--- src/rtl/mdio_pkg.sv ---
package mdio_pkg;

    typedef enum logic [2:0] {
        ST_IDLE,
        ST_WAIT,
        ST_PRE,
        ST_HDR,
        ST_TURN,
        ST_DATA
    } seq_state_t;

    localparam logic [1:0] SOF_CODE = 2'b01;
    localparam logic [1:0] OP_WRITE = 2'b01;
    localparam logic [1:0] OP_READ  = 2'b10;
    localparam logic [1:0] TA_WRITE = 2'b10;

endpackage

--- src/rtl/mdio_clkgen.sv ---
module mdio_clkgen #(
    parameter int DIV_W       = 6,
    parameter int SYNC_STAGES = 2
) (
    input  logic             clk,
    input  logic             rst_n,
    input  logic             int_run,
    input  logic             ext_run,
    input  logic [DIV_W-1:0] div,
    input  logic             mdc_ext,
    output logic             mdc_out,
    output logic             rise_stb,
    output logic             fall_stb
);

    logic [DIV_W-1:0]   cnt_q;
    logic               mdc_q;
    logic [SYNC_STAGES:0] sync_q;
    logic               tick;
    logic               ext_rise;
    logic               ext_fall;

    assign tick = int_run && (cnt_q == div);

    always_ff @(posedge clk or negedge rst_n) begin
        if (!rst_n) begin
            cnt_q <= '0;
            mdc_q <= 1'b0;
        end else if (!int_run) begin
            cnt_q <= '0;
            mdc_q <= 1'b0;
        end else if (tick) begin
            cnt_q <= '0;
            mdc_q <= ~mdc_q;
        end else begin
            cnt_q <= cnt_q + 1'b1;
        end
    end

    always_ff @(posedge clk or negedge rst_n) begin
        if (!rst_n) begin
            sync_q <= '0;
        end else begin
            sync_q <= {sync_q[SYNC_STAGES-1:0], mdc_ext};
        end
    end

    assign ext_rise = sync_q[SYNC_STAGES-1] & ~sync_q[SYNC_STAGES];
    assign ext_fall = ~sync_q[SYNC_STAGES-1] & sync_q[SYNC_STAGES];

    always_comb begin
        if (ext_run) begin
            rise_stb = ext_rise;
            fall_stb = ext_fall;
        end else begin
            rise_stb = tick & ~mdc_q;
            fall_stb = tick & mdc_q;
        end
    end

    assign mdc_out = mdc_q;


    mdc_hold_chk: assert property (@(posedge clk) disable iff (!rst_n)
        (int_run && !rise_stb && !fall_stb) |=> (mdc_out == $past(mdc_out)));


    mdc_rise_chk: assert property (@(posedge clk) disable iff (!rst_n)
        (rise_stb && !ext_run) |=> mdc_out);

endmodule

--- src/rtl/mdio_seq.sv ---
module mdio_seq
    import mdio_pkg::*;
#(
    parameter int ADDR_W  = 5,
    parameter int DATA_W  = 16,
    parameter int PRE_LEN = 32
) (
    input  logic              clk,
    input  logic              rst_n,
    input  logic              en_ok,
    input  logic              cmd_valid,
    input  logic              cmd_read,
    input  logic [ADDR_W-1:0] cmd_phy,
    input  logic [ADDR_W-1:0] cmd_reg,
    input  logic [DATA_W-1:0] cmd_wdata,
    input  logic              rise_stb,
    input  logic              fall_stb,
    input  logic              mdio_i,
    output logic              busy,
    output logic              done,
    output logic [DATA_W-1:0] rdata,
    output logic              mdio_o,
    output logic              mdio_oe
);

    localparam int FRAME_W  = PRE_LEN + 6 + 2 * ADDR_W + DATA_W;
    localparam int CNT_W    = $clog2(FRAME_W);
    localparam int TURN_POS = PRE_LEN + 4 + 2 * ADDR_W;
    localparam int DATA_POS = TURN_POS + 2;
    localparam logic [CNT_W-1:0] PRE_LAST  = CNT_W'(PRE_LEN - 1);
    localparam logic [CNT_W-1:0] HDR_LAST  = CNT_W'(TURN_POS - 1);
    localparam logic [CNT_W-1:0] TURN_LAST = CNT_W'(DATA_POS - 1);
    localparam logic [CNT_W-1:0] TURN_IDX  = CNT_W'(TURN_POS);
    localparam logic [CNT_W-1:0] LAST_IDX  = CNT_W'(FRAME_W - 1);

    seq_state_t          state_q, state_d;
    logic [CNT_W-1:0]    idx_q, idx_nxt;
    logic [FRAME_W-1:0]  sh_q;
    logic [FRAME_W-1:0]  frame;
    logic [DATA_W-1:0]   cap_q;
    logic [DATA_W-1:0]   rdata_q;
    logic                rd_q;
    logic                out_q;
    logic                oe_q;
    logic                done_q;
    logic                accept;
    logic                last_bit;

    assign accept   = cmd_valid && en_ok && (state_q == ST_IDLE);
    assign last_bit = (idx_q == LAST_IDX);
    assign idx_nxt  = (state_q == ST_WAIT) ? '0 : idx_q + 1'b1;

    assign frame = {{PRE_LEN{1'b1}}, SOF_CODE,
                    cmd_read ? OP_READ : OP_WRITE,
                    cmd_phy, cmd_reg,
                    cmd_read ? 2'b11 : TA_WRITE,
                    cmd_read ? {DATA_W{1'b1}} : cmd_wdata};

    // next-state logic
    always_comb begin
        state_d = state_q;
        unique case (state_q)
            ST_IDLE: if (accept)                       state_d = ST_WAIT;
            ST_WAIT: if (fall_stb)                     state_d = ST_PRE;
            ST_PRE:  if (fall_stb && idx_q == PRE_LAST)  state_d = ST_HDR;
            ST_HDR:  if (fall_stb && idx_q == HDR_LAST)  state_d = ST_TURN;
            ST_TURN: if (fall_stb && idx_q == TURN_LAST) state_d = ST_DATA;
            ST_DATA: if (fall_stb && last_bit)           state_d = ST_IDLE;
            default:                                   state_d = ST_IDLE;
        endcase
    end

    // state register
    always_ff @(posedge clk or negedge rst_n) begin
        if (!rst_n) state_q <= ST_IDLE;
        else        state_q <= state_d;
    end

    // outputs and datapath
    always_ff @(posedge clk or negedge rst_n) begin
        if (!rst_n) begin
            idx_q   <= '0;
            sh_q    <= '1;
            cap_q   <= '0;
            rdata_q <= '0;
            rd_q    <= 1'b0;
            out_q   <= 1'b1;
            oe_q    <= 1'b0;
            done_q  <= 1'b0;
        end else begin
            done_q <= 1'b0;
            if (accept) begin
                sh_q    <= frame;
                rd_q    <= cmd_read;
                idx_q   <= '0;
                rdata_q <= '0;
            end else if (fall_stb && state_q != ST_IDLE) begin
                if (state_q == ST_DATA && last_bit) begin
                    oe_q   <= 1'b0;
                    out_q  <= 1'b1;
                    done_q <= 1'b1;
                    if (rd_q) rdata_q <= cap_q;
                end else begin
                    out_q <= sh_q[FRAME_W-1];
                    sh_q  <= {sh_q[FRAME_W-2:0], 1'b1};
                    idx_q <= idx_nxt;
                    oe_q  <= !(rd_q && idx_nxt >= TURN_IDX);
                end
            end
            if (rise_stb && rd_q && state_q == ST_DATA) begin
                cap_q <= {cap_q[DATA_W-2:0], mdio_i};
            end
        end
    end

    assign busy    = (state_q != ST_IDLE);
    assign done    = done_q;
    assign rdata   = rdata_q;
    assign mdio_o  = out_q;
    assign mdio_oe = oe_q;


    out_stable_chk: assert property (@(posedge clk) disable iff (!rst_n)
        !fall_stb |=> $stable(mdio_o));


    read_release_chk: assert property (@(posedge clk) disable iff (!rst_n)
        (rd_q && (state_q == ST_TURN || state_q == ST_DATA)) |-> !mdio_oe);


    done_pulse_chk: assert property (@(posedge clk) disable iff (!rst_n)
        done |=> !done);


    done_after_busy_chk: assert property (@(posedge clk) disable iff (!rst_n)
        done |-> ($past(busy) && !busy));


    busy_hold_chk: assert property (@(posedge clk) disable iff (!rst_n)
        (busy && !fall_stb) |=> busy);

endmodule

--- src/rtl/mdio_master.sv ---
module mdio_master #(
    parameter int DIV_W       = 6,
    parameter int ADDR_W      = 5,
    parameter int DATA_W      = 16,
    parameter int PRE_LEN     = 32,
    parameter int SYNC_STAGES = 2
) (
    input  logic              clk,
    input  logic              rst_n,
    input  logic              mgmt_en,
    input  logic              host_en,
    input  logic              cfg_wr,
    input  logic [DIV_W-1:0]  cfg_div,
    input  logic              cmd_valid,
    input  logic              cmd_read,
    input  logic [ADDR_W-1:0] cmd_phy,
    input  logic [ADDR_W-1:0] cmd_reg,
    input  logic [DATA_W-1:0] cmd_wdata,
    output logic              busy,
    output logic              done,
    output logic [DATA_W-1:0] rdata,
    input  logic              mdc_ext,
    output logic              mdc_out,
    output logic              mdio_o,
    output logic              mdio_oe,
    input  logic              mdio_i
);

    logic [DIV_W-1:0] div_q;
    logic             int_run;
    logic             ext_run;
    logic             en_ok;
    logic             rise_stb;
    logic             fall_stb;

    always_ff @(posedge clk or negedge rst_n) begin
        if (!rst_n)      div_q <= '0;
        else if (cfg_wr) div_q <= cfg_div;
    end

    assign int_run = mgmt_en && host_en && (div_q != '0);
    assign ext_run = mgmt_en && !host_en;
    assign en_ok   = int_run || ext_run;

    mdio_clkgen #(
        .DIV_W       (DIV_W),
        .SYNC_STAGES (SYNC_STAGES)
    ) u_clkgen (
        .clk      (clk),
        .rst_n    (rst_n),
        .int_run  (int_run),
        .ext_run  (ext_run),
        .div      (div_q),
        .mdc_ext  (mdc_ext),
        .mdc_out  (mdc_out),
        .rise_stb (rise_stb),
        .fall_stb (fall_stb)
    );

    mdio_seq #(
        .ADDR_W  (ADDR_W),
        .DATA_W  (DATA_W),
        .PRE_LEN (PRE_LEN)
    ) u_seq (
        .clk       (clk),
        .rst_n     (rst_n),
        .en_ok     (en_ok),
        .cmd_valid (cmd_valid),
        .cmd_read  (cmd_read),
        .cmd_phy   (cmd_phy),
        .cmd_reg   (cmd_reg),
        .cmd_wdata (cmd_wdata),
        .rise_stb  (rise_stb),
        .fall_stb  (fall_stb),
        .mdio_i    (mdio_i),
        .busy      (busy),
        .done      (done),
        .rdata     (rdata),
        .mdio_o    (mdio_o),
        .mdio_oe   (mdio_oe)
    );


    mdc_locked_chk: assert property (@(posedge clk) disable iff (!rst_n)
        (mgmt_en && host_en && div_q == '0) |=> !mdc_out);


    no_accept_chk: assert property (@(posedge clk) disable iff (!rst_n)
        !en_ok |=> !$rose(busy));


    ext_quiet_chk: assert property (@(posedge clk) disable iff (!rst_n)
        ext_run |=> !mdc_out);

endmodule

--- config.mk ---
export PLATFORM = sky130hd
export DESIGN_NAME = mdio_master
export DESIGN_NICKNAME = d
export VERILOG_FILES = /design/src/rtl/mdio_pkg.sv /design/src/rtl/mdio_clkgen.sv /design/src/rtl/mdio_seq.sv /design/src/rtl/mdio_master.sv
export SDC_FILE = /design/constraint.sdc
export NUM_CORES = 1
export LEC_CHECK = 0
export BUFFER_PORTS_ARGS = -buffer_cell sky130_fd_sc_hd__buf_4
export CAP_MARGIN = 0
export CORE_AREA = 2 2 105 107
export CTS_BUF_LIST = sky130_fd_sc_hd__clkbuf_2
export DETAILED_ROUTE_END_ITERATION = 6
export DIE_AREA = 0 0 107 109
export PLACE_DENSITY_LB_ADDON = 0.15
export SYNTH_ARGS = -nofsm -noshare
export SYNTH_HDL_FRONTEND = slang
export SYNTH_HIERARCHICAL = 1
export SYNTH_SLANG_ARGS = --single-unit
export TNS_END_PERCENT = 30
--- constraint.sdc ---
create_clock -name clk -period 2.4 [get_ports clk]
set_input_delay 0.36 -clock clk [delete_from_list [all_inputs] [get_ports clk]]
set_output_delay 0.36 -clock clk [all_outputs]
set_load 0.02 [all_outputs]
Yosys cells after proc, flatten, opt, wreduce, memory -nomap -nowiden
Index checks and enable logic that the tools add are counted.
- flip-flop bits (word level): 125
- output and inout bits: 21
- $add $sub $neg: 2
- $lt $le $gt $ge: 1
- eq/ne operators: 18
- muxes and demuxes: 32
- bitwise gates (word level): 8
- reductions and logical operators: 28
- operator list (cell ; count):
    $mux W64 ; 3
    $mux W16 ; 5
    $mux W6 ; 6
    $eq A6 B6 Y1 const B ; 3
    $mux W3 ; 6
    $pmux W3 S6 ; 1
    $ne A2 B1 Y1 const B ; 8
    $logic_and A1 B1 Y1 ; 15
    $add A6 B1 Y6 const B ; 2
    $mux W1 ; 10
    $eq A3 B2 Y1 const B ; 2
    $eq A3 B3 Y1 const B ; 2
    $eq A6 B5 Y1 const B ; 1
    $eq A6 B6 Y1 ; 1
    $ge A6 B6 Y1 const B ; 1
    $reduce_and A6 Y1 ; 1
    $reduce_bool A2 Y1 ; 3
    $reduce_bool A6 Y1 ; 1
    $and A1 B1 Y1 ; 4
    $not A1 Y1 ; 4
    $reduce_and A2 Y1 ; 2
    $eq A3 B1 Y1 const B ; 1
    $logic_not A3 Y1 ; 1
    $reduce_and A3 Y1 ; 1
    other kinds (4) ; 5

Logic depth before layout (Yosys ltp)
Gate-level depths: netlist of the first run.
- depth in word-level cells: 8
- depth in mapped cells: 10
- gate-level depth less buffers: 8

Modules after synthesis
The synthesis of the first run kept the hierarchy.
- by module, submodules not included (module ; instances ; cells each ; area each (sq um)):
    mdio_seq ; 1 ; 428 ; 4860.9
    mdio_clkgen ; 1 ; 42 ; 473.0
    mdio_master ; 1 ; 20 ; 290.3

Least setup slack after synthesis of the first run
Ideal clock, no wire load.
- kind: register -> register
- from: register div_q[3]
- to: register u_seq.oe_q (netlist: u_seq/mdio_oe)
- data arrival time: 2.318 ns
- data required time: 2.317 ns
- setup slack: 0.000 ns
- cell stages (with the launch flop): 11
- buffers on the path: 2
- clock period less this slack: 2.400 ns
- path through: dfrtp_1 > xnor2_1 > nand4_1 > or2_4 > o31ai_1 > clkbuf_1 > o31ai_1 > a41oi_1 > clkbuf_1 > a32oi_1 > o21ai_0
- word-level cells in the longest chain between the ends: 7
- RTL lines (item ; RTL line ; source):
    start: declaration ; mdio_master.sv:29 ; logic [DIV_W-1:0] div_q;
    start signal: assignment ; mdio_master.sv:38 ; else if (cfg_wr) div_q <= cfg_div;
    $reduce_bool A6 Y1 ; mdio_master.sv:41 ; assign int_run = mgmt_en && host_en && (div_q != '0);
    $logic_and A1 B1 Y1 ; mdio_master.sv:41 ;
    $logic_and A1 B1 Y1 (*) ; mdio_clkgen.sv:23 ; assign tick = int_run && (cnt_q == div);
    $and A1 B1 Y1 (*) ; mdio_clkgen.sv:57 ; fall_stb = tick & mdc_q;
    $mux W1 (*) ; mdio_clkgen.sv:52 ; if (ext_run) begin
    net fall_stb ; mdio_master.sv:34 ; logic fall_stb;
    $logic_and A1 B1 Y1 (*) ; mdio_seq.sv:97 ; end else if (fall_stb && state_q != ST_IDLE) begin
    $reduce_and A2 Y1 (no line) (*) ; -- ;
    end signal: assignment ; mdio_seq.sv:107 ; oe_q <= !(rd_q && idx_nxt >= TURN_IDX);
    end: declaration ; mdio_seq.sv:44 ; logic oe_q;
The timed path passes the listed nets; every way through them passes the cells marked *.
A chain may end at the register's enable or synchronous reset.

Worst setup path after layout of the first run
- from: register div_q[4]
- to: register u_seq.sh_q[15]
- word-level cells in the longest chain between the ends: 8
- RTL lines (item ; RTL line ; source):
    $reduce_bool A6 Y1 ; mdio_master.sv:41 ;
    $logic_and A1 B1 Y1 ; mdio_master.sv:41 ;
    net int_run ; mdio_master.sv:30 ; logic int_run;
    $logic_and A1 B1 Y1 ; mdio_clkgen.sv:23 ;
    $and A1 B1 Y1 ; mdio_clkgen.sv:57 ;
    $mux W1 ; mdio_clkgen.sv:52 ;
    net fall_stb ; mdio_master.sv:34 ;
    $logic_and A1 B1 Y1 ; mdio_seq.sv:97 ;
    $reduce_bool A2 Y1 (no line) ; -- ;
    $reduce_and A2 Y1 (no line) ; -- ;
    end signal: assignment ; mdio_seq.sv:93 ; sh_q <= frame;
    end signal: assignment ; mdio_seq.sv:105 ; sh_q <= {sh_q[FRAME_W-2:0], 1'b1};
    end: declaration ; mdio_seq.sv:38 ; logic [FRAME_W-1:0] sh_q;
The timed path passes the listed nets, and every way through them passes these cells.

==> metrics.cfg, run 1 <==
[run_status]
status=completed

[cells_and_area]
nets=642
fin_area_um2=7150
multi_input_area_um2=2150
regArea_um2=3210
final_common_cell=buf_4
syn_to_final_growth_pct=27.1
fillers=806
finalNonFillerCells=751
layout_common_cells=80 x buf_4, 65 x dfstp_2, 60 x dfrtp_1
antenna_cells=0
layout-drive-gt1-share_pct=37.8

[setup_path]
cp_max_fo=12
critPathArrivalTime_ns=2.93
r2r_slack_ns=0.03
critical_path.most_common_cell=buf_4
cp-end-kind=flip-flop
path_cells=buf_4 > nor4_4 > a21oi_2 > nand2_1 > o31ai_2 > buf_4 > buf_4 > o221a_4 > buf_12 > mux2_4
slowest_stage=dfrtp_1
r2r-start=div_q[4]
reg2reg_depth=10
critical_path_required_ns=2.96
path_class=flip-flop to flip-flop
regToRegEndpoint=u_seq/sh_q[15]
critPathMaxStageDelay_ns=0.44
start_kind=flip-flop

[floorplanning]
initial_core_util_pct=53.0
die_h_um=109
core_um2=10600
rows=38
dieArea_um2=11700
dieWidth_um=107
io_pins=62

[grt]
grt.total_usage_pct=20.7
grt_overflow=0
grt_max_degree=81
grt_pass1_vias=3985
grt_antenna_before_repair=0
grt_pass1_wl_mm=18.9

[pwr]
ir_drop_v=0.000578
p_leak_nw=3.05
power.density_nw_per_um2=789

[sta]
rsz0062_at_grt=yes
holdWs_ns=0.0965
slew_headroom_pct=61.4
fin_crit_sh_pct=98.7
max_freq_mhz=422
finalHoldViolCount=0
setup_viol=0
min_period_ns=2.37
fin_skew_ns=0.0264
tightest_slew_ns=0.578
drv_slew=0

[route]
dr.pass1.iters=4
drc=0
routed_wirelength_mm=12.1
drt_iter0_markers=185
vias=4090
wl_per_cell_um=16.1
postRouteAntennaNets=0
vias_per_cell=5.45

[synth]
synth_cells=490
yosysUniqueCellTypes=59
ys_seq_area_share_pct=57.1
syn-cell-area_um2=5620
synth.avg_cell_area_um2=11.5
synth_ff_type=dfstp_2
synth_edf_count=0
ys_ff_latch=125
syn-num-nets=534
yosys_warnings=6
synth_async_sr_flop_share_pct=100

[cts]
clock-sinks=125
cts_root_buf=clkbuf_2
cts_buffers=17
cts_buffer_depth=2
clk_pin_slew_ns=0.20
htree_num_levels=4
cts_tree=built
clock_latency_ns=0.63

[placement]
placed_cell_area_um2=6260
io_buffers=61
routabilityCongestion=0.832
dp.cells=674
place_hpwl_mm=7.00

[min_path]
hold_end=u_seq/sh_q[3]
holdPathStages=4
min_path_type=input pin to flip-flop
min_from=cmd_wdata[3]

[flow_run]
cap_violations=0

what timing repair did:
action                                  4_1_cts  5_1_grt
gates resized for setup                       0       33
hold buffers                                 25        2
buffers inserted                              4        8
hold endpoints to repair                     79        2
pin swaps                                     0       10
cloned                                        0        6
endpoints found under the setup margin        1       48
cell usage after synthesis (4+ instances only):
cell      number  area (µm²)
nand2_1       20        75.1
dfrtp_1       60        1500
buf_2         14        70.1
mux2i_1       24         240
a21oi_1        5        25.0
nor2_1        23        86.3
mux2_4        11         165
nand3_1       24         120
o22a_1        32         280
a22oi_1       12        90.1
nand2b_1       5        31.3
clkbuf_1      13        48.8
o21ai_0       51         255
or2_2          7        43.8
mux2_2         9         101
dfstp_2       65        1710
xnor2_1        8        70.1
nand4_1        4        25.0
inv_1         42         158
logic make-up (layout without fill, tap and decap cells):
group / count (synthesis) / count (layout) / share of synthesized area [%]
compound gates: 128 / 128 / 15.7
buf+inv: 74 / 195 / 5.78
xor+xnor: 11 / 11 / 1.71
mux: 44 / 44 / 9.01
fa+ha+maj: 3 / 3 / 0.667
flops: 125 / 125 / 57.1
simple gates: 105 / 105 / 10.1
critical path, delay by kind of cell (launching register included):
family,cells,cell delay (ns)
and+or+nand+nor,2,0.43
AOI/OAI and AO/OA,3,0.50
buffers and inverters,4,0.62
DFF,1,0.44
muxes,1,0.30
metal layers:
metal,part of all wire (%),routed length [µm],vias to the layer above,global-route usage (%)
met2,51,6160,93,33.5
met1,44,5290,2039,27.5
met3,4.0,485,10,5.44
met5,0,0,-,0
li1,-,-,1948,-
met4,0.99,119,0,6.22
registers in the layout, indices dropped and copies added, names as in the netlist:
signal / cells
u_clkgen/mdc_out: 1
u_seq/state_q: 3
u_clkgen/cnt_q: 6
u_seq/idx_q: 6
u_seq/mdio_o: 1
u_seq/sh_q: 64
u_seq/mdio_oe: 1
u_seq/cap_q: 16
u_clkgen/sync_q: 3
div_q: 6
u_seq/done: 1
u_seq/rd_q: 1
u_seq/rdata: 16
how the worst max path moves through the flow:
| stage | slack (ns) | from | to | depth (start not counted) |
|---|---|---|---|---|
| after detailed placement | 0.05 | div_q[3] | u_seq/state_q[0] | 9 |
| after floorplan | 0.04 | div_q[3] | u_seq/sh_q[23] | 10 |
| final | 0.03 | div_q[4] | u_seq/sh_q[15] | 10 |
| after global placement | 0.08 | div_q[3] | u_seq/sh_q[6] | 8 |
| after CTS | 0.02 | div_q[5] | u_seq/state_q[0] | 9 |
| after global routing | -0.05 | div_q[4] | u_seq/sh_q[28] | 11 |
through the flow:
step | setup slack [ns] | setup TNS, ns | power (W) | utilization [%]
final | 0.0308 | 0 | 0.00564 | 67.4
after floorplan | 0.0447 | 0 | 0.00358 | -
after CTS | 0.0189 | 0 | 0.00566 | 64.8
after detailed placement | 0.0533 | 0 | 0.00388 | 59.1
after global routing | -0.0520 | -0.660 | 0.00596 | 67.4
after global placement | 0.0834 | 0 | 0.00382 | 59.1
area by class of cell:
cell class | instances | area share (%)
sequential | 125 | 44.9
multi-input combinational | 291 | 30.0
timing repair buffer | 121 | 15.8
clock inverter | 13 | 3.29
tap | 140 | 2.45
inverter | 42 | 2.21
clock buffer | 19 | 1.33
report_power, final:
part | switching [W] | leakage (nW) | total (W) | internal [W]
clock | 0.000806 | 0.187 | 0.00172 | 0.000912
sequential | 0.000262 | 1.48 | 0.00301 | 0.00275
combinational | 0.000381 | 1.38 | 0.000904 | 0.000523
total | 0.00145 | 3.05 | 0.00564 | 0.00419
(Power assumes the default switching activity.)
==> run 2: changes to the inputs <==
GPL_TIMING_DRIVEN = 0   (was not set)
clock period = 2.06 ns   (was 2.4 ns; I/O delays follow)
==> metrics.cfg, run 2 (synthesized netlist as in run 1, its figures left out) <==
[flow_run]
cap_violations=0  ; unchanged

[setup_path]
critPathMaxStageDelay_ns=0.44  ; about the same
crit_family=compound AO/OA/AOI/OAI gates
path_cells=xnor2_1 > nand4_1 > or2_4 > o31ai_4 > clkbuf_8 > o31ai_4 > a41oi_2 > buf_4 > buf_8 > a32oi_2 > o21ai_1
path_buf_inv=3  ; -1
r2r-start=div_q[5]
cp_max_fo=5  ; -7
path_class=flip-flop to flip-flop
cp-endpoint=u_seq/mdio_oe
slowest_stage=dfrtp_1
start_kind=flip-flop
critical_path_depth=11  ; +1
cp-end-kind=flip-flop
r2r_slack_ns=-0.33  ; -0.36 ns
regToRegEndpoint=u_seq/mdio_oe
critPathLaunch=div_q[5]
critical_path.most_common_cell=o31ai_4
critical_path_required_ns=2.64  ; -0.32 ns
reg2reg_depth=11  ; +1
critPathArrivalTime_ns=2.97  ; +0.04 ns

[floorplanning]
core_um2=10600  ; unchanged
initial_core_util_pct=53.0  ; unchanged
dieArea_um2=11700  ; unchanged
rows=38  ; unchanged
die_h_um=109  ; unchanged
dieWidth_um=107  ; unchanged
io_pins=62  ; unchanged

[placement]
placed_cell_area_um2=6320  ; +0.82%
routabilityCongestion=0.901  ; +8.2%
place_hpwl_mm=7.45  ; +6.5%
place_ws_ns=-0.399  ; -0.453 ns
io_buffers=59  ; -3.3%

[grt]
grt.total_usage_pct=22.7  ; +2.1 points
grt_pass1_wl_mm=20.5  ; +8.4%
grt_max_degree=64  ; -21%
grt_antenna_before_repair=0  ; unchanged
grt_overflow=0  ; unchanged
grt_pass1_vias=4289  ; +7.6%

[cells_and_area]
layout-drive-gt1-share_pct=49.2  ; +11 points
nets=692  ; +7.8%
multi_input_area_um2=2450  ; +14%
layout_common_cells=91 x buf_4, 65 x dfstp_2, 58 x dfrtp_1
fin_area_um2=7890  ; +10%
fillers=699  ; -13%
final_common_cell=buf_4
regArea_um2=3210  ; about the same
largest_reg_flops=64  ; unchanged
antenna_cells=0  ; unchanged
top_register=u_seq/sh_q
syn_to_final_growth_pct=40.2

[sta]
min_period_ns=2.39  ; +0.0179 ns
tightest_slew_ns=0.624  ; +0.0454 ns
holdWs_ns=0.0616  ; -0.0349 ns
setup_viol=108  ; +108
slew_headroom_pct=58.4  ; -3.0 points
final.setup.tns_ns=-22.28  ; -22.28 ns
rsz0062_at_grt=yes
finalHoldViolCount=0  ; unchanged
fin_crit_sh_pct=116  ; +17 points
drv_slew=0  ; unchanged
max_freq_mhz=419  ; -0.75%
worst_slack_ns=-0.327  ; -0.358 ns
fin_skew_ns=0.0273  ; +0.000900 ns

[pwr]
ir_drop_v=0.000519  ; -10%
power.density_nw_per_um2=832  ; +5.4%
p_leak_nw=3.33  ; +9.1%
total_power_w=0.00656  ; +16%

[run_status]
status=finished, violations left
failed_checks=negative setup slack

[route]
drc=0  ; unchanged
vias_per_cell=5.38  ; -1.2%
vias=4310  ; +5.4%
routed_wirelength_mm=13.1  ; +8.6%
dr.pass1.iters=5  ; +1
drt_iter0_markers=204  ; +10%
postRouteAntennaNets=0  ; unchanged
wl_per_cell_um=16.3  ; +1.8%

[cts]
clock_latency_ns=0.67  ; +0.04 ns
clock-sinks=125  ; unchanged
htree_num_levels=4  ; unchanged
clk_pin_slew_ns=0.19  ; about the same
cts_tree=built
cts_root_buf=clkbuf_2
cts_buffers=17  ; unchanged
cts_buffer_depth=2  ; unchanged

[min_path]
min_path_type=input pin to flip-flop

run 2: cell types whose count changed in the layout (fill, tap and decap cells not counted), sizes merged:
cell | before | now
buf | 90 | 119
clkinv | 3 | 6
clkbuf | 23 | 31
bufinv | 6 | 5
clkinvlp | 1 | 3
dlygate4sd3 | 27 | 38
inv | 45 | 43
run 2: per-layer routing:
| metal | GRT usage, % | routed length (µm) | up-vias |
|---|---|---|---|
| met5 | 0 | 0 | - |
| met4 | 7.33 | 198 | 0 |
| met3 | 6.28 | 526 | 19 |
| met2 | 38.0 | 6620 | 116 |
| met1 | 28.8 | 5750 | 2125 |
| li1 | - | - | 2050 |
run 2: per-stage QoR:
stage,cells,utilization (%)
after global placement,689,59.3
after floorplan,490,-
final,801,74.4
after CTS,786,71.7
after detailed placement,690,59.6
after global routing,801,74.4
run 2: report_power, final:
| group | switching [W] | internal [W] |
|---|---|---|
| Sequential | 0.000296 | 0.00320 |
| Combinational | 0.000518 | 0.000676 |
| Clock | 0.000947 | 0.000916 |
run 2: worst min-delay path by stage:
stage | start | endpoint | slack, ns | depth (start not counted)
3_3_place_gp | u_clkgen/sync_q[0] | u_clkgen/sync_q[1] | 0.33 | 0
2_1_floorplan | rst_n | div_q[0] | 0.01 | 0
6_report | cmd_wdata[10] | u_seq/sh_q[10] | 0.06 | 4
4_1_cts | cmd_wdata[1] | u_seq/sh_q[1] | 0.006 | 4
5_1_grt | cmd_wdata[10] | u_seq/sh_q[10] | 0.01 | 4
3_5_place_dp | rst_n | u_seq/mdio_oe | 0.33 | 1
run 2: cell type report:
| class | instances | share of cell area (%) |
|---|---|---|
| Clock buffer | 17 | 1.08 |
| Timing Repair Buffer | 139 | 15.9 |
| Inverter | 42 | 2.00 |
| Clock inverter | 15 | 2.79 |
| Tap cell | 140 | 2.22 |
| Multi-Input combinational cell | 291 | 31.1 |
| Buffer | 32 | 4.14 |
| Sequential cell | 125 | 40.7 |
run 2: what timing repair did:
| action | in CTS | in global routing |
|---|---|---|
| setup buffers | 24 | 12 |
| cloned | 3 | 2 |
| hold buffers | 37 | 1 |
| endpoints found under the hold margin | 92 | 1 |
| pin swaps | 23 | 14 |
| setup endpoints to repair | 106 | 110 |
| resized for setup | 123 | 40 |
run 2: worst min-delay path: cells and delay by family:
| family | cells | cell delay [ns] |
|---|---|---|
| buffers and inverters | 1 | 0.08 |
| muxes | 2 | 0.29 |
| and+or+nand+nor | 1 | 0.03 |
